**src/rtl/dma_err_pkg.sv**
```systemverilog
package dma_err_pkg;
  localparam int unsigned TC_CLR_BIT = 16;
  localparam int unsigned SET_BIT    = 1;
  localparam int unsigned EVAL_BIT   = 0;
endpackage

```
**src/rtl/dma_err_regif.sv**
```systemverilog
module dma_err_regif
  import dma_err_pkg::*;
#(
  parameter int unsigned NUM_Q  = 2,
  parameter int unsigned ADDR_W = 12,
  parameter int unsigned DATA_W = 32,
  parameter logic [ADDR_W-1:0] CLR_ADDR  = 'h31C,
  parameter logic [ADDR_W-1:0] EVAL_ADDR = 'h320
) (
  input  logic              wr_en_i,
  input  logic [ADDR_W-1:0] wr_addr_i,
  input  logic [DATA_W-1:0] wr_data_i,
  output logic              tc_clr_o,
  output logic [NUM_Q-1:0]  q_clr_o,
  output logic              set_cmd_o,
  output logic              eval_cmd_o
);
  logic hit_clr, hit_eval;
  logic unused_data;

  assign hit_clr  = wr_en_i && (wr_addr_i == CLR_ADDR);
  assign hit_eval = wr_en_i && (wr_addr_i == EVAL_ADDR);

  assign tc_clr_o   = hit_clr && wr_data_i[TC_CLR_BIT];
  assign set_cmd_o  = hit_eval && wr_data_i[SET_BIT];
  assign eval_cmd_o = hit_eval && wr_data_i[EVAL_BIT];

  for (genvar i = 0; i < NUM_Q; i++) begin : g_qclr
    assign q_clr_o[i] = hit_clr && wr_data_i[i];
  end

  // reserved bits are don't-care
  assign unused_data = ^wr_data_i;
endmodule

```
**src/rtl/dma_err_qstat.sv**
```systemverilog
module dma_err_qstat #(
  parameter int unsigned WM_W = 5
) (
  input  logic            clk_i,
  input  logic            rst_ni,
  input  logic            thr_evt_i,
  input  logic            occ_vld_i,
  input  logic [WM_W-1:0] occ_i,
  input  logic            clr_i,
  output logic [WM_W-1:0] wm_o,
  output logic            thrx_o,
  output logic            err_o
);
  logic [WM_W-1:0] wm_q;
  logic            thrx_q, err_q;

  always_ff @(posedge clk_i or negedge rst_ni) begin
    if (!rst_ni) begin
      wm_q   <= '0;
      thrx_q <= 1'b0;
      err_q  <= 1'b0;
    end else begin
      // set wins over clear
      if (thr_evt_i) begin
        thrx_q <= 1'b1;
        err_q  <= 1'b1;
      end else if (clr_i) begin
        thrx_q <= 1'b0;
        err_q  <= 1'b0;
      end
      if (clr_i)
        wm_q <= occ_vld_i ? occ_i : '0;
      else if (occ_vld_i && (occ_i > wm_q))
        wm_q <= occ_i;
    end
  end

  assign wm_o   = wm_q;
  assign thrx_o = thrx_q;
  assign err_o  = err_q;
endmodule

```
**src/rtl/dma_err_irq.sv**
```systemverilog
module dma_err_irq (
  input  logic clk_i,
  input  logic rst_ni,
  input  logic pend_i,
  input  logic set_cmd_i,
  input  logic eval_cmd_i,
  output logic irq_o
);
  logic pend_q, irq_q, irq_d;

  assign irq_d = set_cmd_i | (eval_cmd_i & pend_i) | (pend_i & ~pend_q);

  always_ff @(posedge clk_i or negedge rst_ni) begin
    if (!rst_ni) begin
      pend_q <= 1'b0;
      irq_q  <= 1'b0;
    end else begin
      pend_q <= pend_i;
      irq_q  <= irq_d & ~irq_q;
    end
  end

  assign irq_o = irq_q;
endmodule

```
**src/rtl/dma_err_pulser.sv**
```systemverilog
module dma_err_pulser #(
  parameter int unsigned NUM_Q  = 2,
  parameter int unsigned WM_W   = 5,
  parameter int unsigned ADDR_W = 12,
  parameter int unsigned DATA_W = 32,
  parameter logic [ADDR_W-1:0] CLR_ADDR  = 'h31C,
  parameter logic [ADDR_W-1:0] EVAL_ADDR = 'h320
) (
  input  logic                  clk_i,
  input  logic                  rst_ni,
  input  logic                  wr_en_i,
  input  logic [ADDR_W-1:0]     wr_addr_i,
  input  logic [DATA_W-1:0]     wr_data_i,
  input  logic                  tc_err_i,
  input  logic [NUM_Q-1:0]      q_thr_i,
  input  logic [NUM_Q-1:0]      q_occ_vld_i,
  input  logic [NUM_Q*WM_W-1:0] q_occ_i,
  input  logic                  emr_pend_i,
  input  logic                  qemr_pend_i,
  output logic                  tc_err_o,
  output logic [NUM_Q-1:0]      q_err_o,
  output logic [NUM_Q-1:0]      q_thrx_o,
  output logic [NUM_Q*WM_W-1:0] q_wm_o,
  output logic                  err_irq_o
);
  logic             tc_clr, set_cmd, eval_cmd, pend;
  logic [NUM_Q-1:0] q_clr;
  logic             tc_err_q;

  dma_err_regif #(
    .NUM_Q(NUM_Q), .ADDR_W(ADDR_W), .DATA_W(DATA_W),
    .CLR_ADDR(CLR_ADDR), .EVAL_ADDR(EVAL_ADDR)
  ) regif_i (
    .wr_en_i   (wr_en_i),
    .wr_addr_i (wr_addr_i),
    .wr_data_i (wr_data_i),
    .tc_clr_o  (tc_clr),
    .q_clr_o   (q_clr),
    .set_cmd_o (set_cmd),
    .eval_cmd_o(eval_cmd)
  );

  always_ff @(posedge clk_i or negedge rst_ni) begin
    if (!rst_ni)       tc_err_q <= 1'b0;
    else if (tc_err_i) tc_err_q <= 1'b1;
    else if (tc_clr)   tc_err_q <= 1'b0;
  end

  for (genvar i = 0; i < NUM_Q; i++) begin : g_q
    dma_err_qstat #(.WM_W(WM_W)) qstat_i (
      .clk_i    (clk_i),
      .rst_ni   (rst_ni),
      .thr_evt_i(q_thr_i[i]),
      .occ_vld_i(q_occ_vld_i[i]),
      .occ_i    (q_occ_i[i*WM_W +: WM_W]),
      .clr_i    (q_clr[i]),
      .wm_o     (q_wm_o[i*WM_W +: WM_W]),
      .thrx_o   (q_thrx_o[i]),
      .err_o    (q_err_o[i])
    );
  end

  assign pend = tc_err_q | (|q_err_o) | emr_pend_i | qemr_pend_i;

  dma_err_irq irq_i (
    .clk_i     (clk_i),
    .rst_ni    (rst_ni),
    .pend_i    (pend),
    .set_cmd_i (set_cmd),
    .eval_cmd_i(eval_cmd),
    .irq_o     (err_irq_o)
  );

  assign tc_err_o = tc_err_q;
endmodule

```
**config.mk**
```make
export PLATFORM = sky130hd
export DESIGN_NAME = dma_err_pulser
export DESIGN_NICKNAME = d
export VERILOG_FILES = /design/src/rtl/dma_err_pkg.sv /design/src/rtl/dma_err_regif.sv /design/src/rtl/dma_err_qstat.sv /design/src/rtl/dma_err_irq.sv /design/src/rtl/dma_err_pulser.sv
export SDC_FILE = /design/constraint.sdc
export NUM_CORES = 1
export LEC_CHECK = 0
export BUFFER_PORTS_ARGS = -buffer_cell sky130_fd_sc_hd__buf_2
export CAP_MARGIN = 20
export CORE_MARGIN = 3
export CORE_UTILIZATION = 41
export CTS_CLUSTER_DIAMETER = 40
export CTS_CLUSTER_SIZE = 14
export DETAILED_ROUTE_END_ITERATION = 6
export PLACE_DENSITY = 0.85
export SLEW_MARGIN = 40
export SYNTH_ARGS = -nofsm -noshare
export SYNTH_HDL_FRONTEND = slang
export SYNTH_SLANG_ARGS = --single-unit
```
**constraint.sdc**
```tcl
create_clock -name clk_i -period 3.3 [get_ports clk_i]
set_input_delay 0.33 -clock clk_i [delete_from_list [all_inputs] [get_ports clk_i]]
set_output_delay 0.33 -clock clk_i [all_outputs]
set_load 0.01 [all_outputs]
```
[Word level (Yosys, flattened, before mapping)]
Cells that the tools add are included.
Word-level totals
  word-level logic and storage cells: 48
  output and inout port bits: 16
  bits of input ports: 64
  flip-flop bits (word level): 15
Cells by class
  mux-type cells: 12
  magnitude comparators: 2
  bitwise operators: 10
  equality and inequality tests: 2
  reductions and logical operators: 15
Operators by type and width (count)
  5-bit 2-to-1 mux: 6
  12-bit by 10-bit equality test with 1-bit output (second input constant): 2
  5-bit greater-than comparator: 2
  2-bit nonzero test: 5
  1-bit logical AND: 9
  1-bit 2-to-1 mux: 6
  1-bit bitwise OR: 5
  1-bit AND: 3
  1-bit inverter: 2
  2-bit OR reduction: 1

[Longest topological paths before layout]
Gate-level depths: netlist of run 1.
  depth in word-level cells: 8
  gate-level depth with buffers: 7
  depth with buffers taken out: 7

[Cells and area by module]
Synthesis of run 1 repeated with hierarchy kept, for this count alone.
Unflattened totals
  cells, all modules: 99
  area, all modules: 997.2 um^2
Modules (own cells, without submodules)
  dma_err_qstat: area an instance 391.6 um^2, cells an instance 38, instances 2, sequential area each 150.1 um^2
  dma_err_regif: area an instance 83.8 um^2, cells an instance 12, instances 1, sequential area each 0.0 um^2
  dma_err_irq: area an instance 76.3 um^2, cells an instance 5, instances 1, sequential area each 50.0 um^2
  dma_err_pulser: area an instance 53.8 um^2, cells an instance 6, instances 1, sequential area each 25.0 um^2

[Worst setup path before layout of run 1]
OpenSTA, ideal clock, no wires.
  path type: reg-to-reg
  from: register g_q[1].qstat_i.wm_q[3]
  to: register g_q[1].qstat_i.wm_q[4]
  data required time: 3.222 ns
  clock period less this slack: 1.768 ns
  path buffers: 0
  arrival time: 1.690 ns
  slack: 1.532 ns
  library setup time: 0.078 ns
  stages on the path, launching flop included: 7
  cells stage by stage: dfrtp_1 inv_1 ha_1 a21o_1 a221o_1 a31oi_1 o2bb2ai_1
Between the ends
  cells in the longest elaborated chain, start to end: 3
RTL lines
  from (decl): line dma_err_qstat.sv:14  | logic [WM_W-1:0] wm_q;
  from (signal assigned): line dma_err_qstat.sv:32  | wm_q <= occ_vld_i ? occ_i : '0;
  from (signal assigned): line dma_err_qstat.sv:34  | wm_q <= occ_i;
  5-bit greater-than comparator: line dma_err_qstat.sv:33  | else if (occ_vld_i && (occ_i > wm_q))
  1-bit logical AND: line dma_err_qstat.sv:33
  2-bit nonzero test (no source line)
Every way passes these cells.
A chain may end at the register's enable or synchronous reset.

[Final worst setup path of run 1]
  from: register g_q[1].qstat_i.wm_q[3]
  to: register g_q[1].qstat_i.wm_q[2]
The elaborated chain is that of the path after synthesis.

==> results of run 1 <==
[cell type report]
| cell class | count | share of cell area (%) |
|---|---|---|
| Clock buffer | 3 | 1.81 |
| Clock inverter | 1 | 0.401 |
| Inverter | 17 | 5.12 |
| Multi-Input combinational cell | 59 | 39.0 |
| Sequential cell | 15 | 30.1 |
| Tap cell | 27 | 2.71 |
| Timing Repair Buffer | 51 | 20.9 |
[cell families after synthesis]
| kind of cell | Yosys count | share of synthesized area (%) |
|---|---|---|
| buffers and inverters | 22 | 10.3 |
| adder cells (fa/ha/maj) | 10 | 13.0 |
| AND/OR/NAND/NOR | 22 | 14.1 |
| flip-flops | 15 | 39.1 |
| AO/OA/AOI/OAI | 27 | 23.6 |
[per-layer routing]
layer / part of all wire [%] / vias to the layer above
li1: - / 448
met1: 41 / 430
met2: 49 / 33
met3: 6.3 / 11
met4: 3.9 / 0
met5: 0 / -
[registers in the layout, indices dropped and copies added (netlist names)]
name and cells:
irq_i.irq_o 1, g_q.qstat_i.wm_o 10, irq_i.pend_q 1, g_q.qstat_i.thrx_o 2, tc_err_o 1
[synth_stat cells]
library cell / count
o21ai_0: 2
nand2_1: 7
a311oi_1: 1
nand4_1: 2
a31oi_1: 1
nor4b_2: 1
nor2_1: 2
a31oi_4: 1
nand2b_1: 1
and3_1: 2
a32o_1: 5
buf_4: 4
and4b_1: 1
o2bb2ai_1: 5
or3_1: 1
a21o_1: 6
ha_1: 10
a21oi_1: 3
or4b_4: 1
dfrtp_1: 15
nor4b_1: 1
a221o_1: 1
nand3_1: 2
nor4_1: 1
buf_2: 1
o21bai_1: 1
a32oi_1: 1
inv_1: 17
[worst min-delay path by stage]
stage	start	to	slack [ns]	depth (start not counted)
2_1_floorplan	rst_ni	g_q[0].qstat_i.thrx_o	0.03	0
3_3_place_gp	rst_ni	irq_i.irq_o	0.25	1
3_5_place_dp	rst_ni	irq_i.irq_o	0.26	1
4_1_cts	q_thr_i[0]	g_q[0].qstat_i.thrx_o	0.21	2
5_1_grt	q_thr_i[0]	g_q[0].qstat_i.thrx_o	0.22	2
6_report	q_thr_i[0]	g_q[0].qstat_i.thrx_o	0.21	2
[power by group through the flow]
stage          combinational [mW]  sequential, mW  clock, mW
3_5_place_dp                0.397           0.292          0
5_1_grt                     0.446           0.298      0.118
4_1_cts                     0.399           0.289      0.110
2_1_floorplan               0.226           0.314          0
6_report                    0.394           0.290      0.106
3_3_place_gp                0.374           0.286          0
[stage by stage]
step | utilization (%) | setup WS (ns) | hold slack (ns)
5_1_grt | 59.9 | 1.19 | 0.215
6_report | 59.9 | 1.32 | 0.215
4_1_cts | 59.9 | 1.34 | 0.210
3_3_place_gp | 58.1 | 1.33 | 0.247
2_1_floorplan | - | 1.53 | 0.0344
3_5_place_dp | 58.1 | 1.31 | 0.258
[timing repair]
item | CTS | global route
hold buffers | 1 | 0
hold endpoints to repair | 15 | 0
gates resized for setup | 0 | 0
[worst max-delay path, stage by stage (launching register included)]
cell       delay, ns
dfrtp_1         0.39
inv_1           0.06
ha_1            0.29
a21o_1          0.18
a221o_1         0.36
a31oi_1         0.46
o2bb2ai_1       0.17
==> metrics.md, run 1 <==
| Metric | Value |
|---|---|
| Status | completed |
| Fin crit period | 1.98 ns |
| Yosys top cell area share | between 30% and 40% |
| Mapped Avg Cell Area | 10.0 um2 |
| Commonest non-fill, non-tap cell in the layout | buf_2 |
| Final WL | 2330 um |
| Reg2Reg Depth | 6 |
| Commonest cells after routing, fill and taps aside | buf_2 (50), inv_1 (17), dfrtp_1 (15) |
| Die footprint | 0.00296 mm2 |
| Post-DP HPWL | slightly below 2000 um |
| Placed Area | about 0.0012 mm2 |
| Final setup vio count | 0 |
| Pint | 0.476 mW |
| Max FO, Critical Path | 5 |
| Clk pwr share | approximately 13% |
| Met2 Track Usage GR | a little under a third |
| R2r setup slk | 1.32 ns |
| Seq/Total Area, Yosys | 39.1% |
| Skew final | 0.00477 ns |
| Largest area contributor in the netlist | dfrtp_1 |
| Pwr/cell area | 633 mW/mm2 |
| Synth Instances | 96 |
| Vias/cell | 5.33 |
| Final Max Tran Viols | 0 |
| Seq. cell area | 375 um2 |
| Hold Path Class | in -> reg |
| Final total power | 0.790 mW |
| Gate power share | 49.9% |
| Router iterations before antenna repair | 3 |
| Area growth, synth to finish | 29.8% |
| Sw Ratio | 39.7% |
| WL/cell | 13.5 um |
| Design Area, Final | 0.00125 mm2 |
| Final hold vios | 0 |
| Pin count of the biggest net entering global routing | 16 |
| M3 GR Usage | between 2 and 3% |
| Crit. Startpoint | g_q[1].qstat_i.wm_o[3] |
| Share of cells above drive strength 1 | 39.0% |
| Mapped cell area | roughly 960 um2 |
| Synth warnings | 0 |
| Critical Path Start Type | flop |
| Clock latency on the worst-skew pair | 0.29 ns |
| Final Wtd Congestion | slightly above 0.8 |
| Net Sw Power | 0.313 mW |
| Multi-input logic area | 487 um2 |
| Crit. End Element | flop |
| Initial Util | 46.2% |
| Vias in the first global route | 944 |
| Drt first-iter violations | 11 |
| Core Region | roughly 0.0021 mm2 |
| Arrival time worst endpoint | 2.19 ns |
| Met1 global-route usage | 19.0% |
| Synthesized flop and latch total | 15 |
| Worst slew margin | 65.2% |
| Initial antenna violation count | 0 |
| Max Buffers Root-to-Sink | 2 |
| Vias | 922 |
| Maximum vdd drop | 0.000341 V |
| CTS Buf Count | 3 |
| Total GRT Usage | 17.4% |
| Placed insts | between 150 and 200 |
| Number of diodes | 0 |
| Final antenna-violating net count | 0 |
| Setup bufs post-CTS | 0 |
| CTS clock-pin slew for the worst setup and hold paths | 0.09 ns |
| Maximum capacitance violations | 0 |
| Fill cells | 197 |
| Reg power frac | 36.7% |
| Nets@finish | 221 |
| Grt ovf | 0 |
| Die width | 54.4 um |
| CTS tree | built |
| FF-to-FF Start | g_q[1].qstat_i.wm_o[3] |
| Final period util | 59.9% |
| Drc violations | 0 |
| Die Ht | 54.4 um |
| I/O Buffers | 50 |
| Syn_nets | 170 |
| Setup TNS | 0 ns |
| Worst setup path endpoint | g_q[1].qstat_i.wm_o[2] |
| Top post-synthesis cells by area | dfrtp_1 (39%), ha_1 (13%), inv_1 (6.6%) |
| Root buffer cell | clkbuf_4 |
| Required @ worst endpoint | approximately 3.5 ns |
| I/O pin count | 80 |
| LEAKAGE | 0.660 nW |
| RSZ-0062 raised after global routing | no |
| # rows | 16 |
| First-pass GRT wire length | roughly 3700 um |
| Non-filler instance count after layout | 173 |
| Clk sinks | 15 |
| Critical path type | reg -> reg |
| Reg-to-Reg End | g_q[1].qstat_i.wm_o[2] |
| H-Tree Depth | 1 |
| Slew at the pin closest to its max-slew limit | 0.519 ns |
| Fmax | 506 MHz |
| Library cells used by synthesis | 28 |
| GRT Max-Usage Layer | met2 |
No activity file was read; power rests on OpenSTA's default activity.
==> inputs of run 2 (changes only) <==
--- a/config.mk
+++ b/config.mk
@@ -8,11 +8,11 @@
 export BUFFER_PORTS_ARGS = -buffer_cell sky130_fd_sc_hd__buf_2
 export CAP_MARGIN = 20
 export CORE_MARGIN = 3
-export CORE_UTILIZATION = 41
+export CORE_UTILIZATION = 38
 export CTS_CLUSTER_DIAMETER = 40
 export CTS_CLUSTER_SIZE = 14
 export DETAILED_ROUTE_END_ITERATION = 6
-export PLACE_DENSITY = 0.85
+export PLACE_DENSITY = 0.79
 export SLEW_MARGIN = 40
 export SYNTH_ARGS = -nofsm -noshare
 export SYNTH_HDL_FRONTEND = slang
==> constraint.sdc (replaced) <==
create_clock -name clk_i -period 1.94 [get_ports clk_i]
set_input_delay 0.194 -clock clk_i [delete_from_list [all_inputs] [get_ports clk_i]]
set_output_delay 0.194 -clock clk_i [all_outputs]
set_load 0.01 [all_outputs]
==> metrics.md, run 2 (synthesized netlist as in run 1, its figures left out) <==
| Metric | Value |
|---|---|
| Skew final | 0.00345 ns (was 0.00477 ns) |
| Largest stage delay, worst path | 0.38 ns (was 0.46 ns) |
| Die width | 56.3 um (was 54.4 um) |
| Drt first-iter violations | 36 (was 11) |
| # rows | 17 (was 16) |
| Grt ovf | 0 (unchanged) |
| Final setup vio count | 0 (unchanged) |
| Final Max Tran Viols | 0 (unchanged) |
| Final period util | 95.3% (was 59.9%) |
| Pint | 0.840 mW (was 0.476 mW) |
| Pwr/cell area | 1060 mW/mm2 (was 633 mW/mm2) |
| Fmax | 541 MHz (was 506 MHz) |
| Placed insts | 173 (was 168) |
| Arrival time worst endpoint | 2.01 ns (was 2.19 ns) |
| Final antenna-violating net count | 0 (unchanged) |
| Commonest non-fill, non-tap cell in the layout | buf_2 (unchanged) |
| Die footprint | 0.00317 mm2 (was 0.00296 mm2) |
| Vias in the first global route | 895 (was 944) |
| Required @ worst endpoint | 2.11 ns (was 3.51 ns) |
| Final hold vios | 0 (unchanged) |
| Reg power frac | 36.1% (was 36.7%) |
| Setup TNS | 0 ns (unchanged) |
| Critical path type | reg -> reg (unchanged) |
| Vias | 936 (was 922) |
| Net Sw Power | 0.530 mW (was 0.313 mW) |
| Router iterations before antenna repair | 4 (was 3) |
| Post-DP HPWL | 2020 um (was 1980 um) |
| Critical path's slowest cell | dfrtp_1 (was a31oi_1) |
| Maximum capacitance violations | 0 (unchanged) |
| Fin crit period | 1.85 ns (was 1.98 ns) |
| I/O pin count | 80 (unchanged) |
| Hold Path Class | in -> reg (unchanged) |
| Commonest cells after routing, fill and taps aside | buf_2 (50), inv_1 (17), dfrtp_1 (15) (unchanged) |
| Nets@finish | 225 (was 221) |
| CP top delay family | compound AO/OA/AOI/OAI gates (unchanged) |
| LEAKAGE | 0.679 nW (was 0.660 nW) |
| Sw Ratio | 38.7% (was 39.7%) |
| Critical Path Start Type | flop (unchanged) |
| Final WL | 2370 um (was 2330 um) |
| CTS Buf Count | 3 (unchanged) |
| Max Buffers Root-to-Sink | 2 (unchanged) |
| CP Cell Sequence | inv_1, ha_1, nand4_1, o21ai_0, o21ai_0, a21o_1, a32o_1 (was inv_1, ha_1, a21o_1, a221o_1, a31oi_1, o2bb2ai_1) |
| Number of diodes | 0 (unchanged) |
| Critical path buffers and inverters | 1 (unchanged) |
| Setup bufs post-CTS | 0 (unchanged) |
| Root buffer cell | clkbuf_4 (unchanged) |
| Clk pwr share | 12.5% (was 13.4%) |
| Max FO, Critical Path | 5 (unchanged) |
| Non-filler instance count after layout | 178 (was 173) |
| CTS clock-pin slew for the worst setup and hold paths | 0.08 ns (was 0.09 ns) |
| First-pass GRT wire length | 3660 um (was 3710 um) |
| Share of cells above drive strength 1 | 41.3% (was 39.0%) |
| Total GRT Usage | 14.3% (was 17.4%) |
| Vias/cell | 5.26 (was 5.33) |
| Final total power | 1.37 mW (was 0.790 mW) |
| Crit. End Element | flop (unchanged) |
| Min Hold Slack | 0.0894 ns (was 0.215 ns) |
| Placed Area | 0.00124 mm2 (was 0.00121 mm2) |
| Fill cells | 233 (was 197) |
| CTS tree | built (unchanged) |
| H-Tree Depth | 1 (unchanged) |
| Initial Util | 41.8% (was 46.2%) |
| Drc violations | 0 (unchanged) |
| Worst slew margin | 70.7% (was 65.2%) |
| Design Area, Final | 0.00129 mm2 (was 0.00125 mm2) |
| WL/cell | 13.3 um (was 13.5 um) |
| Pin count of the biggest net entering global routing | 16 (unchanged) |
| Initial antenna violation count | 0 (unchanged) |
| Clk sinks | 15 (unchanged) |
| Maximum vdd drop | 0.000666 V (was 0.000341 V) |
| Status | completed (unchanged) |
| Core Region | 0.00230 mm2 (was 0.00208 mm2) |
| I/O Buffers | 50 (unchanged) |
| Max reg flops | 10 (unchanged) |
| RSZ-0062 raised after global routing | no (unchanged) |
| Slew at the pin closest to its max-slew limit | 0.435 ns (was 0.519 ns) |
| Clock latency on the worst-skew pair | 0.27 ns (was 0.29 ns) |
| Final Wtd Congestion | 0.844 (was 0.814) |
| Area growth, synth to finish | 34.0% (was 29.8%) |
| Die Ht | 56.3 um (was 54.4 um) |
| Gate power share | 51.5% (was 49.9%) |
| Critical Path Most Common Cell | o21ai_0 |
[run 2: cell types whose count changed in the layout (fill, tap and decap cells not counted), sizes merged]
cell / before / now
clkbuf: 3 / 4
clkinv: 1 / 0
buf: 50 / 54
[run 2: layout make-up]
type                            count  area, um2  share of cell area [%]
Multi-Input combinational cell     59        497                    38.6
Sequential cell                    15        375                    29.2
Timing Repair Buffer               55        290                    22.5
Inverter                           17       63.8                    4.96
Tap cell                           28       35.0                    2.72
Clock buffer                        4       26.3                    2.04
[run 2: power by group through the flow]
stage                     Sequential, mW  Combinational [mW]  Clock [mW]
final                              0.494               0.705       0.171
after global routing               0.506               0.777       0.195
after CTS                          0.493               0.698       0.181
after detailed placement           0.499               0.692           0
after global placement             0.489               0.657           0
after floorplan                    0.535               0.385           0
[run 2: stage by stage]
stage | util [%] | setup WS (ns)
5_1_grt | 56.0 | 0.00845
3_3_place_gp | 54.0 | 0.122
2_1_floorplan | - | 0.172
6_report | 56.0 | 0.0917
3_5_place_dp | 54.0 | 0.0952
4_1_cts | 55.6 | 0.0764
[run 2: worst paths after layout]
path,slack [ns],endpoint,cells past startpoint,start
hold / removal,0.09,tc_err_o,2,tc_err_i
max in group asynchronous,1.36,g_q[0].qstat_i.wm_o[3],2,rst_ni
setup / recovery,0.09,g_q[0].qstat_i.wm_o[3],7,g_q[0].qstat_i.wm_o[4]
setup reg to reg,0.09,g_q[0].qstat_i.wm_o[3],7,g_q[0].qstat_i.wm_o[4]
hold reg to reg,0.42,irq_i.irq_o,1,irq_i.irq_o
min in group asynchronous,0.34,g_q[1].qstat_i.wm_o[4],2,rst_ni
[run 2: what timing repair did]
action	4_1_cts	5_1_grt
endpoints found under the setup margin	0	5
hold endpoints to repair	15	0
hold buffers	1	0
gates resized for setup	0	2
[run 2: routing by layer]
| layer | part of all wire, % | global-route usage, % | vias to the layer above | wire, um |
|---|---|---|---|---|
| met4 | 0 | 2.03 | 0 | 0 |
| met2 | 55 | 27.5 | 36 | 1300 |
| met1 | 39 | 15.3 | 445 | 912 |
| li1 | - | - | 455 | - |
| met5 | 0 | 0 | - | 0 |
| met3 | 6.6 | 4.83 | 0 | 155 |
